<file path="src/rtl/l1p_pkg.sv">
package l1p_pkg;
  localparam int WIN_LEN = 3;
  localparam int DEAD_BX = WIN_LEN - 1;
  localparam int SLOT_W  = 2;
endpackage

</file>
<file path="src/rtl/l1p_ring.sv">
module l1p_ring #(
  parameter int DATA_W = 16,
  parameter int AW     = 8
) (
  input  logic              clk_i,
  input  logic              rst_ni,
  input  logic [DATA_W-1:0] hit_i,
  input  logic [AW-1:0]     rd_addr_i,
  output logic [AW-1:0]     wr_ptr_o,
  output logic [DATA_W-1:0] rd_data_o
);
  localparam int N = 1 << AW;

  logic [DATA_W-1:0] mem_q [N];
  logic [AW-1:0]     wr_ptr_q;

  always_ff @(posedge clk_i or negedge rst_ni) begin
    if (!rst_ni) wr_ptr_q <= '0;
    else         wr_ptr_q <= wr_ptr_q + AW'(1);
  end

  always_ff @(posedge clk_i) mem_q[wr_ptr_q] <= hit_i;

  assign wr_ptr_o  = wr_ptr_q;
  assign rd_data_o = mem_q[rd_addr_i];
endmodule

</file>
<file path="src/rtl/l1p_seq.sv">
module l1p_seq
  import l1p_pkg::*;
#(
  parameter int DATA_W  = 16,
  parameter int DEPTH_W = 7,
  parameter int AW      = 8
) (
  input  logic              clk_i,
  input  logic              rst_ni,
  input  logic              l1a_i,
  input  logic [DEPTH_W-1:0] depth_i,
  input  logic [AW-1:0]     wr_ptr_i,
  input  logic [DATA_W-1:0] rd_data_i,
  output logic [AW-1:0]     rd_addr_o,
  output logic              busy_o,
  output logic [DATA_W-1:0] data_o,
  output logic [SLOT_W-1:0] slot_o,
  output logic              valid_o
);
  logic              active_q;
  logic [SLOT_W-1:0] slot_q;
  logic [AW-1:0]     base_q;
  logic [DEPTH_W-1:0] depth_q;
  logic              accept, last;
  logic [AW-1:0]     lat;

  assign busy_o    = active_q && (slot_q < SLOT_W'(DEAD_BX));
  assign accept    = l1a_i && !busy_o;
  assign last      = slot_q == SLOT_W'(WIN_LEN - 1);
  assign lat       = AW'(depth_q) + AW'(WIN_LEN);
  assign rd_addr_o = base_q + AW'(slot_q);

  always_ff @(posedge clk_i or negedge rst_ni) begin
    if (!rst_ni) begin
      active_q <= 1'b0;
      slot_q   <= '0;
      base_q   <= '0;
      depth_q  <= '0;
      data_o   <= '0;
      slot_o   <= '0;
      valid_o  <= 1'b0;
    end else begin
      // latency only moves between readouts
      if (!active_q) depth_q <= depth_i;
      if (accept) begin
        active_q <= 1'b1;
        slot_q   <= '0;
        base_q   <= wr_ptr_i - lat;
      end else if (active_q) begin
        if (last) active_q <= 1'b0;
        else      slot_q   <= slot_q + SLOT_W'(1);
      end
      valid_o <= active_q;
      if (active_q) begin
        data_o <= rd_data_i;
        slot_o <= slot_q;
      end
    end
  end
endmodule

</file>
<file path="src/rtl/l1p_rejcnt.sv">
module l1p_rejcnt #(
  parameter int CNT_W = 16
) (
  input  logic             clk_i,
  input  logic             rst_ni,
  input  logic             drop_i,
  output logic [CNT_W-1:0] count_o
);
  always_ff @(posedge clk_i or negedge rst_ni) begin
    if (!rst_ni)     count_o <= '0;
    else if (drop_i) count_o <= count_o + CNT_W'(1);
  end
endmodule

</file>
<file path="src/rtl/l1_latency_pipe.sv">
module l1_latency_pipe
  import l1p_pkg::*;
#(
  parameter int DATA_W  = 16,
  parameter int DEPTH_W = 7,
  parameter int CNT_W   = 16
) (
  input  logic               clk_i,
  input  logic               rst_ni,
  input  logic [DATA_W-1:0]  hit_i,
  input  logic               l1a_i,
  input  logic [DEPTH_W-1:0] depth_i,
  output logic [DATA_W-1:0]  win_data_o,
  output logic [SLOT_W-1:0]  win_slot_o,
  output logic               win_valid_o,
  output logic               busy_o,
  output logic [CNT_W-1:0]   rej_cnt_o
);
  // one extra address bit covers max depth plus the window
  localparam int AW = DEPTH_W + 1;

  logic [AW-1:0]     wr_ptr, rd_addr;
  logic [DATA_W-1:0] rd_data;

  l1p_ring #(.DATA_W(DATA_W), .AW(AW)) u_ring (
    .clk_i, .rst_ni, .hit_i,
    .rd_addr_i(rd_addr), .wr_ptr_o(wr_ptr), .rd_data_o(rd_data)
  );

  l1p_seq #(.DATA_W(DATA_W), .DEPTH_W(DEPTH_W), .AW(AW)) u_seq (
    .clk_i, .rst_ni, .l1a_i, .depth_i,
    .wr_ptr_i(wr_ptr), .rd_data_i(rd_data), .rd_addr_o(rd_addr),
    .busy_o, .data_o(win_data_o), .slot_o(win_slot_o), .valid_o(win_valid_o)
  );

  l1p_rejcnt #(.CNT_W(CNT_W)) u_rej (
    .clk_i, .rst_ni, .drop_i(l1a_i && busy_o), .count_o(rej_cnt_o)
  );
endmodule

</file>
<file path="config.mk">
export PLATFORM = sky130hd
export DESIGN_NAME = l1_latency_pipe
export DESIGN_NICKNAME = d
export VERILOG_FILES = /design/src/rtl/l1p_pkg.sv /design/src/rtl/l1p_ring.sv /design/src/rtl/l1p_seq.sv /design/src/rtl/l1p_rejcnt.sv /design/src/rtl/l1_latency_pipe.sv
export SDC_FILE = /design/constraint.sdc
export NUM_CORES = 2
export LEC_CHECK = 0
export CAP_MARGIN = 10
export CORE_ASPECT_RATIO = 0.7
export CORE_MARGIN = 3
export CORE_UTILIZATION = 50
export CTS_CLUSTER_SIZE = 40
export DETAILED_ROUTE_END_ITERATION = 12
export PLACE_DENSITY_LB_ADDON = 0.08
export SLEW_MARGIN = 20
export SYNTH_ARGS = -nofsm -noshare
export SYNTH_HDL_FRONTEND = slang
export SYNTH_SLANG_ARGS = --single-unit
</file>
<file path="constraint.sdc">
create_clock -name clk_i -period 4.3 [get_ports clk_i]
set_input_delay 0.645 -clock clk_i [delete_from_list [all_inputs] [get_ports clk_i]]
set_output_delay 0.645 -clock clk_i [all_outputs]
set_load 0.1 [all_outputs]
</file>
==> run summary <==
Status: finished, violations left
Violated checks: setup timing
Worst-path cell chain: ha_4, inv_1, fa_4, buf_12, buf_12, buf_12, buf_12, mux4_2, nand2_1, nand3_1, buf_4, nand3_1, nand3_1, or4_1
Residual DRC: 0
Pleak: 59.9 nW
Final setup fails: 1
FFs w/ async S/R, synth: 1.47%
Reg area: 0.125 mm²
CTS tree: built
HPWL Detailed: 283000 µm
Synth area leaders: edfxtp_1 76%, mux4_2 14%, nand2_1 2.1%, nand3_1 1.5%, dfrtp_1 0.95%
Worst path required time: 5.12 ns
Avg Cell Area, Syn: 20.4 µm²
Synth warnings: 0
Tmin final: 4.30 ns
Seq/Total Area, Yosys: 77.3%
Max-slew violations: 0
DP Area: 0.173 mm²
Clk_skew: 0.0754 ns
Non-filler cells in the finished layout: 13242
Synth top area share: 76.4%
Via count: 83983
Synthesized Nets: 7931
Largest net degree at the start of global routing: 121
Core area: 0.319 mm²
First-pass GRT wire length: 644000 µm
Worst setup margin: -0.00178 ns
Synth unique cells: 58
Wire per inst: 34.6 µm
Final Hold Violating Endpoints: 0
Die width: 684 µm
Unrepaired setup endpoints after global routing: true
TritonCTS Sinks: 4157
Critical Path End Type: flop
Maxcap violations: 0
RD Place Congestion: 0.893
Share of cells above drive strength 1: 27.7%
CP Launch Type: flop
Cell area after synthesis: 0.161 mm²
H-tree levels: 5
Port buffer count: 61
Worst path max stage delay: 0.79 ns
Multi-input gate area: 0.0348 mm²
Root buffer cell: clkbuf_16
GRT Util Overall: 27.7%
Grt total ovfl: 0
Worst skew pair latency: 0.97 ns
Initial core utilization: 50.5%
Fin area: 0.185 mm²
Die Y: 481 µm
Iter 0 DRT Violations: 11746
Die area: 0.329 mm²
Worst path top cell family by delay: simple AND/OR/NAND/NOR gates
CTS clock-pin slew for the worst setup and hold paths: 0.07 ns
I/O pin count: 62
Achievable Freq: 232 MHz
Dominant cell type by area after synthesis: edfxtp_1
Measured slew at the worst slew-check pin: 1.38 ns
Number of buffers created by CTS: 397
Placed Cells: 12510
Area grow syn2layout: 15.2%
Antenna violations before repair: 28
Via/cell ratio: 6.34
DP Worst Slack: -0.484 ns
First-pass DRT Iterations: 5
Crit path arrival time: 5.12 ns
Pwr per Cell Area: 840 mW/mm²
CTS max path bufs: 4
Crit path buf inv count: 6
Final net count: 8676
Period utilisation layout: 100%
Hold slack: 0.146 ns
Antenna Nets Post-Route: 0
Worst hold path type: in -> reg
Vias in the first global route: 81931
Fin Setup TNS: -0.00178 ns
Peak supply drop: 0.00102 V
Synth Flop Type: edfxtp_1
Post-synth EDFFs: 4096
Crit Path Max Fanout: 26
Syn Inst Count: 7882
Worst slew margin: 7.85%
Reg2Reg Setup Slack: -0.002 ns
Fill count: 23521
Crit path kind: reg -> reg
Routed wire length: 458000 µm
Yosys reg bits: 4157
Rows: 173
Slowest-stage cell, CP: fa_4
Cell mode on critical path: buf_12
-- cell usage after synthesis (all sizes together) (3+ instances only) --
library cell,n
mux2i,68
nand4,18
a32oi,5
a2bb2oi,14
xor2,12
a21oi,44
a31o,3
clkbuf,212
o2111ai,12
edfxtp,4096
mux4,1031
nand2b,6
inv,28
a21o,5
a2111oi,14
xnor2,26
nor3,32
mux2,31
nor4,28
ha,21
o21ai,13
and3b,5
a22oi,4
and4,4
nor2,283
nand2,900
buf,250
a41oi,19
and3,70
dfrtp,61
nand3,487
or4,14
a31oi,42
-- registers in the layout (all words and copies together), names as in the netlist --
register         count
u_seq.active_q       1
u_seq.valid_o        1
u_seq.slot_o         2
u_seq.data_o        16
u_seq.slot_q         2
u_seq.depth_q        7
u_ring.wr_ptr_o      8
u_ring.mem_q      4096
u_rej.count_o       16
u_seq.base_q         8
-- cell type report --
class | count | area share (%)
timing repair buffer | 808 | 4.40
antenna | 12 | 0.0162
clock inverter | 226 | 1.00
multi-input combinational | 3235 | 18.8
tap | 4287 | 2.89
sequential | 4157 | 67.1
clock buffer | 489 | 5.69
inverter | 28 | 0.0567
-- final timing paths --
path	start	endpoint	cells past startpoint
worst max-delay path	u_seq.base_q[0]	u_seq.data_o[14]	14
worst min register to register	u_rej.count_o[15]	u_rej.count_o[15]	1
max in group asynchronous	rst_ni	u_seq.base_q[0]	3
min in group asynchronous	rst_ni	u_rej.count_o[2]	2
worst max register to register	u_seq.base_q[0]	u_seq.data_o[14]	14
worst min-delay path	hit_i[12]	u_ring.mem_q[31][12]	1
-- layout by cell type (no fill, tap or decap), types with 29 or more instances in the layout --
cell	instances
edfxtp_1	4096
mux4_2	1031
nand2_1	886
buf_4	602
nand3_1	471
clkbuf_16	408
nor2_1	264
buf_12	142
clkinv_1	100
clkbuf_1	74
clkinv_2	71
and3_1	70
dfrtp_1	61
mux2i_1	60
a31oi_1	40
clkdlybuf4s50_1	39
a21oi_1	36
nor3_1	30
bufinv_16	29
-- timing repair --
action | in CTS | in global routing
setup endpoints to repair | 10 | 13
endpoints found under the hold margin | 37 | 0
setup buffers | 0 | 2
gates resized for setup | 24 | 34
gates cloned | 0 | 2
pin swaps | 2 | 9
hold buffers | 1 | 0
-- per-layer routing --
metal / part of all wire, % / up-vias / global-route usage (%) / routed length [µm]
met5: 0 / - / 0 / 0
met3: 11 / 597 / 7.09 / 51300
met1: 43 / 45459 / 43.6 / 197000
met2: 43 / 4253 / 39.1 / 199000
met4: 2.6 / 0 / 6.89 / 11900
li1: - / 33674 / - / -
-- cells by family (layout without fill, tap and decap cells) --
family                     Yosys count  after routing  synth area share [%]
and+or+nand+nor                   1854           1854                  4.99
AOI/OAI and AO/OA                  190            190                 0.831
buffers and inverters              490           1551                  1.38
other                                0             12                     0
muxes                             1130           1130                  15.1
adders and majority gates           23             23                 0.188
xor gates and xnor gates            38             38                 0.211
DFF                               4157           4157                  77.3
-- metrics by stage --
step / power [mW] / util, %
floorplan: 89.8 / -
global placement: 121 / 54.1
detailed placement: 121 / 54.1
CTS: 156 / 58.0
global route: 162 / 58.1
finish: 156 / 58.1
-- power by group --
part | internal, mW | leakage (nW) | total [mW] | switching, mW
Sequential | 44.7 | 37.6 | 45.2 | 0.467
Combinational | 32.2 | 16.2 | 76.5 | 44.3
Clock | 19.1 | 6.09 | 34.2 | 15.0
Total | 96.1 | 59.9 | 156 | 59.7
Power figures use the tool's default switching activity.
